==> src/rtl/cs_dma_pkg.sv <==
package cs_dma_pkg;

    typedef enum logic [2:0] {
        CS_IDLE = 3'd0,
        CS_REQ  = 3'd1,
        CS_XFER = 3'd2,
        CS_HOLD = 3'd3,
        CS_DONE = 3'd4,
        CS_ERR  = 3'd5
    } cs_state_e;

endpackage

==> src/rtl/cs_dma_sync.sv <==
module cs_dma_sync #(
    parameter int          W      = 1,
    parameter int          STAGES = 2,
    parameter logic [W-1:0] RST   = '0
) (
    input  logic         clk,
    input  logic         rst_n,
    input  logic [W-1:0] d,
    output logic [W-1:0] q
);
    localparam int NS = (STAGES < 2) ? 2 : STAGES;

    logic [NS-1:0][W-1:0] chain;

    always_ff @(posedge clk or negedge rst_n) begin
        if (!rst_n) begin
            for (int i = 0; i < NS; i++) chain[i] <= RST;
        end else begin
            chain[0] <= d;
            for (int i = 1; i < NS; i++) chain[i] <= chain[i-1];
        end
    end

    assign q = chain[NS-1];
endmodule

==> src/rtl/cs_dma_tmo.sv <==
module cs_dma_tmo #(
    parameter int TMO_CYC = 64
) (
    input  logic clk,
    input  logic rst_n,
    input  logic en,
    output logic hit
);
    generate
        if (TMO_CYC == 0) begin : g_off
            logic never_q;
            always_ff @(posedge clk or negedge rst_n) begin
                if (!rst_n) never_q <= 1'b0;
                else        never_q <= en & 1'b0;
            end
            assign hit = never_q;
        end else begin : g_on
            localparam int CW = (TMO_CYC < 2) ? 1 : $clog2(TMO_CYC);
            localparam logic [CW-1:0] LAST = CW'(TMO_CYC - 1);
            logic [CW-1:0] cnt;
            always_ff @(posedge clk or negedge rst_n) begin
                if (!rst_n)           cnt <= '0;
                else if (!en)         cnt <= '0;
                else if (cnt != LAST) cnt <= cnt + 1'b1;
            end
            assign hit = en && (cnt == LAST);
        end
    endgenerate
endmodule

==> src/rtl/cs_dma_fsm.sv <==
module cs_dma_fsm
    import cs_dma_pkg::*;
(
    input  logic      clk,
    input  logic      rst_n,
    input  logic      start,
    input  logic      grant_n_s,
    input  logic      x6_n_s,
    input  logic      wr_s,
    input  logic      tmo_hit,
    output cs_state_e state,
    output logic      load,
    output logic      req_n,
    output logic      drive,
    output logic      done,
    output logic      err,
    output logic      tmo_en
);
    cs_state_e nxt;

    always_ff @(posedge clk or negedge rst_n) begin
        if (!rst_n) state <= CS_IDLE;
        else        state <= nxt;
    end

    always_comb begin
        nxt = state;
        unique case (state)
            CS_IDLE: if (start)             nxt = CS_REQ;
            CS_REQ: begin
                if (!grant_n_s)             nxt = CS_XFER;
                else if (tmo_hit)           nxt = CS_ERR;
            end
            CS_XFER: if (!x6_n_s && wr_s)   nxt = CS_HOLD;
            CS_HOLD: if (grant_n_s)         nxt = CS_DONE;
            CS_DONE: if (!start)            nxt = CS_IDLE;
            CS_ERR:  if (!start)            nxt = CS_IDLE;
            default:                        nxt = CS_IDLE;
        endcase
    end

    always_comb begin
        load   = 1'b0;
        req_n  = 1'b1;
        drive  = 1'b0;
        done   = 1'b0;
        err    = 1'b0;
        tmo_en = 1'b0;
        unique case (state)
            CS_IDLE: load = start;
            CS_REQ: begin
                req_n  = 1'b0;
                tmo_en = 1'b1;
            end
            CS_XFER: drive = 1'b1;
            CS_HOLD: ;
            CS_DONE: done = 1'b1;
            CS_ERR:  err  = 1'b1;
            default: ;
        endcase
    end
endmodule

==> src/rtl/cs_dma_ctrl.sv <==
module cs_dma_ctrl
    import cs_dma_pkg::*;
#(
    parameter int AW          = 16,
    parameter int DW          = 16,
    parameter int TMO_CYC     = 64,
    parameter int SYNC_STAGES = 2
) (
    input  logic          clk,
    input  logic          rst_n,
    input  logic          host_start,
    input  logic [AW-1:0] host_addr,
    input  logic [DW-1:0] host_data,
    output logic          host_done,
    output logic          host_err,
    output logic          cs_req_n,
    input  logic          cs_grant_n,
    input  logic          x6_n,
    input  logic          stg_wr,
    output logic          bus_oe,
    output logic [AW-1:0] bus_addr,
    output logic [DW-1:0] bus_data
);
    localparam int NSYNC = 3;
    localparam logic [NSYNC-1:0] SYNC_RST = 3'b011;

    logic [NSYNC-1:0] proc_raw, proc_s;
    logic             grant_n_s, x6_n_s, wr_s;
    logic             tmo_en, tmo_hit, load, drive;
    cs_state_e        state;
    logic [AW-1:0]    addr_q;
    logic [DW-1:0]    data_q;

    assign proc_raw  = {stg_wr, x6_n, cs_grant_n};
    assign grant_n_s = proc_s[0];
    assign x6_n_s    = proc_s[1];
    assign wr_s      = proc_s[2];

    cs_dma_sync #(.W(NSYNC), .STAGES(SYNC_STAGES), .RST(SYNC_RST)) u_sync (
        .clk   (clk),
        .rst_n (rst_n),
        .d     (proc_raw),
        .q     (proc_s)
    );

    cs_dma_tmo #(.TMO_CYC(TMO_CYC)) u_tmo (
        .clk   (clk),
        .rst_n (rst_n),
        .en    (tmo_en),
        .hit   (tmo_hit)
    );

    cs_dma_fsm u_fsm (
        .clk       (clk),
        .rst_n     (rst_n),
        .start     (host_start),
        .grant_n_s (grant_n_s),
        .x6_n_s    (x6_n_s),
        .wr_s      (wr_s),
        .tmo_hit   (tmo_hit),
        .state     (state),
        .load      (load),
        .req_n     (cs_req_n),
        .drive     (drive),
        .done      (host_done),
        .err       (host_err),
        .tmo_en    (tmo_en)
    );

    always_ff @(posedge clk or negedge rst_n) begin
        if (!rst_n) begin
            addr_q <= '0;
            data_q <= '0;
        end else if (load) begin
            addr_q <= host_addr;
            data_q <= host_data;
        end
    end

    assign bus_oe   = drive;
    assign bus_addr = drive ? addr_q : '0;
    assign bus_data = drive ? data_q : '0;
endmodule

==> config.mk <==
export PLATFORM = sky130hd
export DESIGN_NAME = cs_dma_ctrl
export DESIGN_NICKNAME = d
export VERILOG_FILES = /design/src/rtl/cs_dma_pkg.sv /design/src/rtl/cs_dma_sync.sv /design/src/rtl/cs_dma_tmo.sv /design/src/rtl/cs_dma_fsm.sv /design/src/rtl/cs_dma_ctrl.sv
export SDC_FILE = /design/constraint.sdc
export NUM_CORES = 1
export LEC_CHECK = 0
export ABC_AREA = 0
export CAP_MARGIN = 20
export CELL_PAD_IN_SITES_DETAIL_PLACEMENT = 0
export CELL_PAD_IN_SITES_GLOBAL_PLACEMENT = 1
export CORE_MARGIN = 2
export CORE_UTILIZATION = 35
export DETAILED_ROUTE_END_ITERATION = 8
export GPL_ROUTABILITY_DRIVEN = 0
export PLACE_DENSITY_LB_ADDON = 0.1
export SLEW_MARGIN = 20
export SYNTH_ARGS = -nofsm -noshare
export SYNTH_HDL_FRONTEND = slang
export SYNTH_SLANG_ARGS = --single-unit
==> constraint.sdc <==
create_clock -name clk -period 2.1 [get_ports clk]
set_input_delay 0.21 -clock clk [delete_from_list [all_inputs] [get_ports clk]]
set_output_delay 0.21 -clock clk [all_outputs]
set_load 0.005 [all_outputs]
==> results <==
==> cell usage in the layout, fill, tap and decap left out, types with 2 or more instances in the layout <==
master and instances:
nor3b_1 3, mux2_2 30, a31oi_1 3, nor3_1 2, dlymetal6s2s_1 5, and2_1 32, inv_1 4, and3_1 2
nand3_1 4, clkdlybuf4s50_1 67, buf_4 5, nand2_1 5, o21ai_0 5, clkbuf_8 7, dfrtp_1 43, dfstp_2 4
mux2i_1 2, nor3b_2 2, mux2_1 2
==> cell type report <==
| class | count | area [sq um] | area share [%] |
|---|---|---|---|
| well taps | 75 | 93.8 | 3.08 |
| flip-flops and latches | 47 | 1180 | 38.8 |
| clock buffers | 8 | 100 | 3.28 |
| multi-input cells | 103 | 841 | 27.6 |
| repair buffers | 81 | 817 | 26.8 |
| inverters | 4 | 15.0 | 0.493 |
==> registers in the layout (all words and copies together) (netlist names) <==
name,count
u_sync.q,3
addr_q,16
u_sync.chain,3
data_q,16
u_fsm.state,3
u_tmo.g_on.cnt,6
==> power by group through the flow <==
stage / sequential [uW] / combinational (uW) / clock [uW]
3_5_place_dp: 1450 / 1610 / 0
6_report: 1430 / 1580 / 566
3_3_place_gp: 1430 / 1570 / 0
5_1_grt: 1480 / 1730 / 646
2_1_floorplan: 1390 / 943 / 0
4_1_cts: 1430 / 1620 / 599
==> worst max-delay path, stage by stage (launching register included) <==
cell and delay, ns:
dfrtp_1 0.40, nor3b_2 0.20, buf_6 0.23, and2_1 0.17
clkdlybuf4s50_1 0.50
==> layer usage <==
metal	part of all wire (%)	global-route usage (%)
met1	40	15.7
met2	53	22.5
met3	5.8	4.29
met4	0.50	4.07
met5	0	0
==> stage by stage <==
step           instance area (sq um)  hold slack (ns)  util (%)  std cells  setup TNS (ns)
2_1_floorplan                   2100          -0.0856         -        163               0
3_3_place_gp                    2920            0.168      49.9        309               0
3_5_place_dp                    2920            0.170      49.9        309               0
4_1_cts                         3030            0.320      51.8        318               0
5_1_grt                         3050            0.314      52.1        318        -0.00922
6_report                        3050            0.328      52.1        318               0
==> final timing paths <==
path / from / cells past startpoint / slack, ns / to
setup / recovery: u_fsm.state[2] / 4 / 0.10 / bus_data[2]
hold / removal: cs_grant_n / 1 / 0.33 / u_sync.chain[0]
hold reg to reg: u_sync.chain[2] / 0 / 0.36 / u_sync.q[2]
max in group asynchronous: rst_n / 3 / 0.97 / u_sync.q[1]
min in group asynchronous: rst_n / 2 / 0.39 / addr_q[2]
setup reg to reg: u_fsm.state[1] / 5 / 0.47 / data_q[8]
==> timing repair <==
item / 4_1_cts / 5_1_grt
hold buffers: 1 / 0
setup buffers: 0 / 0
setup endpoints to repair: 0 / 32
gates resized for setup: 0 / 6
hold endpoints to repair: 19 / 0
==> cells by family (layout without fill, tap and decap cells) <==
logic type / Yosys count / in the layout / synth area share (%)
simple gates: 54 / 54 / 16.8
xor+xnor: 1 / 1 / 0.416
fa+ha+maj: 1 / 1 / 0.595
mux: 34 / 34 / 18.1
compound gates: 13 / 13 / 4.05
flops: 47 / 47 / 56.2
buf+inv: 13 / 93 / 3.87
==> metrics.md <==
| Metric | Value |
|---|---|
| Status | finished clean |
| Final Setup Violations | 0 |
| Fmax | 0.501 GHz |
| Crit start category | flop |
| Syn nets | about 200 |
| Gr usage total | 13.2% |
| Top-area cell type share of the netlist area | 51.2% |
| Net Sw Power | 991 uW |
| Layout cells sized above 1 | 21.8% |
| Worst-Margin Slew | 0.421 ns |
| Mapped Cells | 163 |
| Max cap viols | 0 |
| Distinct cells, synth | 29 |
| Crit end category | output port |
| Cell area after synthesis | 0.00210 sq mm |
| Antenna Cells | 0 |
| Sw Ratio | 27.7% |
| DRT iter0 DRCs | 44 |
| Pins Over Slew Limit | 0 |
| Post-DP HPWL | approximately 3200 microns |
| Top post-synthesis cells by area | dfrtp_1 51%, mux2_2 16%, and2_1 9.5%, dfstp_2 5.0%, buf_6 2.1% |
| Shortest period the worst path allows | between 1.5 and 2 ns |
| Internal | 2590 uW |
| Ys flop type | dfrtp_1 |
| Total wire length | 4220 microns |
| Port bufs | 73 |
| Htree depth | 2 |
| CTS tree | built |
| RSZ-0062 raised after global routing | yes |
| Final setup margin | 0.104 ns |
| HP Class | primary input to flop |
| Most frequent cell after synthesis | dfrtp_1 |
| Clock Skews | between 0.006 and 0.007 ns |
| First-pass DRT Iterations | 4 |
| First-pass GRT wire length | approximately 6600 microns |
| CP Max Fanout | 33 |
| Vias/cell | 4.61 |
| Synth cell count leaders | 43 x dfrtp_1, 32 x and2_1, 30 x mux2_2 |
| Max_slew headroom | 71.9% |
| I/O Pins | 74 |
| Vias in the first global route | approximately 1400 |
| DR vias | 1465 |
| Pin count of the biggest net entering global routing | 34 |
| Congestion Overflow GR | 0 |
| Core area | a little under 0.006 sq mm |
| Setup WS pre-CTS | 0.310 ns |
| Cts bufs inserted | 5 |
| Reg clk slew, reported paths | about 0.08 ns |
| Die X | 81.5 microns |
| Crit path kind | flop to output port |
| Ys async rst share | 100% |
| VDD IR max | approximately 0.42 mV |
| Nets@finish | 281 |
| Endpoints failing hold | 0 |
| Initial Util | 35.9% |
| Full die area | 0.00665 sq mm |
| Comb pwr share | 44.3% |
| Later-pin clock latency in the skew report | 0.29 ns |
| Number of flops mapped to enable cells by yosys | 0 |
| Core Rows | 28 |
| Fin crit share | 95.1% |
| DIE HEIGHT | 81.5 microns |
| Post-synth top area cell | dfrtp_1 |
| Static Leakage | 0.00136 uW |
| Initial antenna violation count | 0 |
| P&R area growth vs syn | 44.9% |
| Post-synthesis sequential area ratio | about 56% |
| Antenna viol nets, final | 0 |
| Sequential Power Share | between 30% and 40% |
| CTS root buffer | clkbuf_8 |
| CTS Sinks | 47 |
| Drt wl/cell | 13.3 microns |
| Tot Pwr | 3580 uW |
| Clock Power Share | 15.8% |
| Longest Clk Path Bufs | 2 |
| Synthesized area per cell | 12.9 sq um |
| #FFs+latches synth | 47 |
| Crit path DAT | 1.79 ns |
| Synthesis Warnings | 0 |
| Drc violations | 0 |
| PwrDens | about 1200 mW/mm^2 |
| # fillers | 524 |
| CP required | 1.89 ns |
Power figures use the tool's default switching activity.
